--- src/rtl/pfce_pkg.sv ---
package pfce_pkg;
  typedef enum logic [1:0] {
    ST_NORMAL  = 2'd0,
    ST_DRAIN   = 2'd1,
    ST_PROTECT = 2'd2,
    ST_RECOVER = 2'd3
  } pfce_state_e;
endpackage

--- src/rtl/pfce_sync.sv ---
module pfce_sync #(
  parameter int W      = 2,
  parameter int STAGES = 2
) (
  input  logic         clk_i,
  input  logic         rst_ni,
  input  logic [W-1:0] d_i,
  output logic [W-1:0] q_o
);
  logic [W-1:0] stg_q [STAGES];

  for (genvar i = 0; i < STAGES; i++) begin : g_stage
    if (i == 0) begin : g_first
      always_ff @(posedge clk_i or negedge rst_ni)
        if (!rst_ni) stg_q[i] <= '0;
        else         stg_q[i] <= d_i;
    end else begin : g_next
      always_ff @(posedge clk_i or negedge rst_ni)
        if (!rst_ni) stg_q[i] <= '0;
        else         stg_q[i] <= stg_q[i-1];
    end
  end

  assign q_o = stg_q[STAGES-1];
endmodule

--- src/rtl/pfce_timer.sv ---
module pfce_timer #(
  parameter int CNT_W = 8
) (
  input  logic             clk_i,
  input  logic             rst_ni,
  input  logic             clr_i,
  input  logic             inc_i,
  output logic [CNT_W-1:0] cnt_o
);
  always_ff @(posedge clk_i or negedge rst_ni)
    if (!rst_ni)    cnt_o <= '0;
    else if (clr_i) cnt_o <= '0;
    else if (inc_i) cnt_o <= cnt_o + 1'b1;
endmodule

--- src/rtl/pfce_fsm.sv ---
module pfce_fsm
  import pfce_pkg::*;
#(
  parameter int WPT_CYCLES = 16,
  parameter int REC_CYCLES = 64,
  parameter int CNT_W      = 8
) (
  input  logic             clk_i,
  input  logic             rst_ni,
  input  logic             pf_s_i,
  input  logic             host_ce_ni,
  input  logic [CNT_W-1:0] cnt_i,
  output pfce_state_e      state_q_o,
  output logic             clr_o,
  output logic             inc_o
);
  localparam logic [CNT_W-1:0] WptLast = CNT_W'(WPT_CYCLES - 1);
  localparam logic [CNT_W-1:0] RecLast = CNT_W'(REC_CYCLES - 1);

  pfce_state_e state_q, state_d;

  always_comb begin
    state_d = state_q;
    unique case (state_q)
      ST_NORMAL:  if (pf_s_i) state_d = host_ce_ni ? ST_PROTECT : ST_DRAIN;
      ST_DRAIN:   if (host_ce_ni || cnt_i == WptLast) state_d = ST_PROTECT;
      ST_PROTECT: if (!pf_s_i) state_d = ST_RECOVER;
      ST_RECOVER: begin
        if (pf_s_i)                state_d = ST_PROTECT;
        else if (cnt_i == RecLast) state_d = ST_NORMAL;
      end
      default:    state_d = ST_RECOVER;
    endcase
  end

  // reset lands in RECOVER so power-up always gets the full hold
  always_ff @(posedge clk_i or negedge rst_ni)
    if (!rst_ni) state_q <= ST_RECOVER;
    else         state_q <= state_d;

  assign state_q_o = state_q;
  assign clr_o     = (state_d != state_q);
  assign inc_o     = (state_q == ST_DRAIN) || (state_q == ST_RECOVER);

  p_drain_entry_r3: assert property (@(posedge clk_i) disable iff (!rst_ni)
    (state_q == ST_DRAIN && $past(state_q) != ST_DRAIN)
      |-> ($past(state_q) == ST_NORMAL && !$past(host_ce_ni)));

  p_drain_bound_r4: assert property (@(posedge clk_i) disable iff (!rst_ni)
    (state_q == ST_DRAIN) |-> (cnt_i < CNT_W'(WPT_CYCLES)));

  p_protect_hold_r7: assert property (@(posedge clk_i) disable iff (!rst_ni)
    (state_q == ST_PROTECT && pf_s_i) |=> (state_q == ST_PROTECT));

  p_full_hold_r6: assert property (@(posedge clk_i) disable iff (!rst_ni)
    (state_q == ST_NORMAL && $past(state_q) == ST_RECOVER)
      |-> ($past(cnt_i) == RecLast));
endmodule

--- src/rtl/pfce_gate.sv ---
module pfce_gate
  import pfce_pkg::*;
#(
  parameter int WPT_CYCLES = 2000,
  parameter int REC_CYCLES = 24_000_000
) (
  input  logic clk_i,
  input  logic rst_ni,
  input  logic host_ce_ni,
  input  logic pwr_fail_i,
  input  logic swover_i,
  output logic mem_ce_no,
  output logic bat_sel_o,
  output logic forced_o
);
  localparam int MaxCyc = (WPT_CYCLES > REC_CYCLES) ? WPT_CYCLES : REC_CYCLES;
  localparam int CntW   = $clog2(MaxCyc + 1);

  logic [1:0]      flags_s;
  logic            pf_s;
  logic [CntW-1:0] cnt;
  logic            clr, inc;
  pfce_state_e     state;

  pfce_sync #(.W(2), .STAGES(2)) u_sync (
    .clk_i  (clk_i),
    .rst_ni (rst_ni),
    .d_i    ({swover_i, pwr_fail_i}),
    .q_o    (flags_s)
  );

  assign pf_s      = flags_s[0];
  assign bat_sel_o = flags_s[1];

  pfce_fsm #(
    .WPT_CYCLES (WPT_CYCLES),
    .REC_CYCLES (REC_CYCLES),
    .CNT_W      (CntW)
  ) u_fsm (
    .clk_i      (clk_i),
    .rst_ni     (rst_ni),
    .pf_s_i     (pf_s),
    .host_ce_ni (host_ce_ni),
    .cnt_i      (cnt),
    .state_q_o  (state),
    .clr_o      (clr),
    .inc_o      (inc)
  );

  pfce_timer #(.CNT_W(CntW)) u_timer (
    .clk_i  (clk_i),
    .rst_ni (rst_ni),
    .clr_i  (clr),
    .inc_i  (inc),
    .cnt_o  (cnt)
  );

  assign forced_o  = (state == ST_PROTECT) || (state == ST_RECOVER);
  assign mem_ce_no = forced_o ? 1'b1 : host_ce_ni;

  p_forced_high_r10: assert property (@(posedge clk_i) disable iff (!rst_ni)
    forced_o |-> mem_ce_no);
endmodule

--- config.mk ---
export PLATFORM = sky130hd
export DESIGN_NAME = pfce_gate
export DESIGN_NICKNAME = d
export VERILOG_FILES = /design/src/rtl/pfce_pkg.sv /design/src/rtl/pfce_sync.sv /design/src/rtl/pfce_timer.sv /design/src/rtl/pfce_fsm.sv /design/src/rtl/pfce_gate.sv
export SDC_FILE = /design/constraint.sdc
export NUM_CORES = 1
export LEC_CHECK = 0
export ABC_CLOCK_PERIOD_IN_PS = 2400
export BUFFER_PORTS_ARGS = -buffer_cell sky130_fd_sc_hd__buf_2
export CAP_MARGIN = 20
export CELL_PAD_IN_SITES_DETAIL_PLACEMENT = 0
export CELL_PAD_IN_SITES_GLOBAL_PLACEMENT = 1
export CORE_ASPECT_RATIO = 1.4
export CORE_UTILIZATION = 40
export DETAILED_ROUTE_END_ITERATION = 8
export PLACE_DENSITY = 0.76
export SLEW_MARGIN = 20
export SYNTH_ARGS = -nofsm -noshare
export SYNTH_HDL_FRONTEND = slang
export SYNTH_SLANG_ARGS = --single-unit
--- constraint.sdc ---
create_clock -name clk_i -period 2.4 [get_ports clk_i]
set_input_delay 0.48 -clock clk_i [delete_from_list [all_inputs] [get_ports clk_i]]
set_output_delay 0.48 -clock clk_i [all_outputs]
set_load 0.01 [all_outputs]
==> impl_metrics.py <==
metrics = {
    "detailed_routing": {
        "wl_per_cell_um": 16.0,
        "avgViaCountPerCell": 5.77,
        "first_pass_iters": 4,
        "vias": 1315,
        "wl_um": 3640,
        "first_iter_violations": 65,
        "post-route-drc-count": 0,
        "antenna_left": 0,
    },
    "sta": {
        "final.min_clock_period_ps": 2200,
        "final-max-slew-violation-count": 0,
        "setup_viol": 0,
        "hold_viol": 0,
        "tightest_slew_ps": 774,
        "rsz0062_at_grt": "no",
        "period_share": 0.916,
        "max_clock_freq_mhz": 455,
        "finalClockSkew_ps": 3.30,
        "slew_headroom": 0.479,
        "setup_tns_ps": 0,
    },
    "yosys": {
        "ys_seq_area_frac": 0.469,
        "yosysWarnings": 0,
        "synth_cell_types": 36,
        "netlist_instances": 173,
        "synthTopCellsByArea": "dfrtp_1 (44%), xnor2_1 (9.0%), nor2_1 (6.1%), dfstp_2 (3.2%), xor2_1 (3.2%)",
        "syn-mean-instance-area_sq_um": 9.58,
        "synth_nets": 179,
        "synth_top_area_frac": 0.438,
        "synthesis.area_sq_um": 1660,
        "yosysTopAreaCell": "dfrtp_1",
        "yosys_register_bits": 31,
    },
    "grt": {
        "globalRouteTotalUtil": 0.189,
        "grt_max_degree": 32,
        "overflow": 0,
        "grt_pass1_wl_um": 6430,
        "grt_pass1_vias": 1385,
        "antenna_found_initial": 0,
    },
    "critical_path": {
        "critPathMaxStageDelay_ps": 570,
        "cp.arrival_ps": 2360,
        "slowest_stage": "or4_4",
        "crit_buf_inv": 1,
        "path_max_fanout": 22,
        "crit_path_cell_trace": "or4_4 -> nor4_4 -> a211oi_2 -> a211oi_4 -> buf_12 -> nor2_1",
        "crit_start": "u_timer.cnt_o[5]$_DFFE_PN0P_",
        "crit_path_end_kind": "register",
        "crit_family": "simple AND/OR/NAND/NOR gates",
        "reg2reg_from": "u_timer.cnt_o[5]$_DFFE_PN0P_",
        "crit_type": "register to register",
        "startpoint_type": "register",
        "crit_required_ps": 2570,
    },
    "cells_and_area": {
        "area_growth_syn_to_layout_pct": 9.89,
        "drive_above_1_share": 0.168,
        "post_layout_nonfiller_instances": 228,
        "nets": 190,
        "final_common_cell": "dfrtp_1",
        "n_antenna_cell": 0,
        "mostFrequentLayoutCells": "dfrtp_1 (29), nor2_1 (27), xnor2_1 (17)",
    },
    "cts": {
        "cts.reportedPaths.clkPinSlew_ps": 60,
        "clockBufferDepth": 2,
        "numClockSinks": 31,
        "cts-root-buf": "clkbuf_8",
        "postCtsSetupBuffers": 0,
        "tritoncts": "done",
        "h-tree-depth": 2,
        "cts_resized": 0,
        "cts_made_buffers": 5,
        "clock_latency_ps": 280,
        "ctsHoldBuffers": 0,
    },
    "job": {
        "maxCapViolCount": 0,
    },
    "floorplan": {
        "pin_count": 8,
        "core.rowCount": 27,
        "die_h_um": 78.2,
        "core_sq_um": 3950,
        "dieArea_sq_um": 4410,
        "die_x_um": 56.4,
        "initial_core_util": 0.419,
    },
    "power": {
        "ir_worst_vdd_v": 0.000341,
        "leakage_uw": 0.000704,
        "p_per_area_nw_per_um2": 574,
    },
    "placement": {
        "dp_hpwl_um": 2590,
        "port_buffers": 7,
        "dpl.cell_count": 220,
        "gp_congestion": 0.924,
    },
    "outcome": {
        "outcome": "finished clean",
    },
    "hold_path": {
        "min_path_type": "primary input to async pin",
    },
}
[power breakdown]
group,internal [uW],switching (uW)
sequential,542,13.2
clock,203,183
combinational,43.2,60.0
[worst register-to-register path, delay by kind of cell (launching register included)]
family                 cells  cell delay (ps)
and+or+nand+nor            3             1000
DFF                        1              450
AOI/OAI and AO/OA          2              440
buffers and inverters      1              200
[Yosys cell counts]
cell	instances
nor4_2	1
or3_1	3
nand3_1	6
ha_1	1
o31a_1	1
nand4b_1	1
xor2_1	6
a211oi_4	1
a211oi_2	1
nor3_1	8
nor4_1	6
o2111ai_1	1
o21ai_1	1
or4_1	1
inv_1	9
or2_2	3
dfstp_2	2
nand4_1	4
nand2_1	13
a21oi_1	5
or4_4	1
a2111oi_0	2
xnor2_1	17
and4_1	1
nor4_4	1
a311oi_1	1
clkbuf_1	3
o21ai_0	3
nor2_2	4
o22a_1	1
and3_1	4
dfrtp_1	29
nor2_1	27
nor4b_1	1
nand3b_1	1
buf_6	3
[final cells by class]
type,count,area (sq um)
timing repair buffer,10,70.1
clock buffer,7,76.3
clock inverter,1,5.00
inverter,9,33.8
fill,392,2130
multi-input combinational,127,805
sequential,31,778
tap,43,53.8
[metrics by stage]
stage / instance area [sq um] / hold WS, ps / total power [uW] / util / setup WS (ps)
final: 1820 / 246 / 1050 / 0.461 / 202
after CTS: 1820 / 269 / 1060 / 0.460 / 203
after detailed placement: 1740 / 338 / 670 / 0.439 / 205
after global routing: 1820 / 280 / 1100 / 0.461 / 74.0
after floorplan: 1660 / 184 / 623 / - / 369
after global placement: 1740 / 333 / 664 / 0.439 / 250
[metal layers]
metal	wire length [um]	up-vias	part of all wire	global-route usage
li1	-	616	-	-
met1	1440	656	0.39	0.200
met2	1950	31	0.54	0.333
met3	121	12	0.033	0.0478
met4	127	0	0.035	0.115
met5	0	-	0	0
[cells by family (layout without fill, tap and decap cells)]
kind of cell | Yosys count | in the layout | synth area share
xor gates and xnor gates | 23 | 23 | 0.122
and+or+nand+nor | 86 | 86 | 0.275
AOI/OAI and AO/OA | 17 | 17 | 0.0785
adders and majority gates | 1 | 1 | 0.00755
buffers and inverters | 15 | 27 | 0.0475
DFF | 31 | 31 | 0.469
[registers in the layout, indices dropped and copies added, names as in the netlist]
register	cells
u_fsm.state_q_o	2
u_sync.q_o	2
u_sync.stg_q	2
u_timer.cnt_o	25
[worst paths after layout]
check                                                      to  slack (ps)  depth (start not counted)
worst min register to register        u_sync.q_o[0]$_DFF_PN0_         350                          0
worst max register to register  u_timer.cnt_o[16]$_DFFE_PN0P_         200                          6
min in group clk_i                  u_sync.stg_q[2]$_DFF_PN0_         310                          1
max in group asynchronous       u_timer.cnt_o[13]$_DFFE_PN0P_        1710                          1
worst max-delay path            u_timer.cnt_o[16]$_DFFE_PN0P_         200                          6
worst min-delay path                u_sync.stg_q[2]$_DFF_PN0_         250                          1
(Power assumes the default switching activity.)
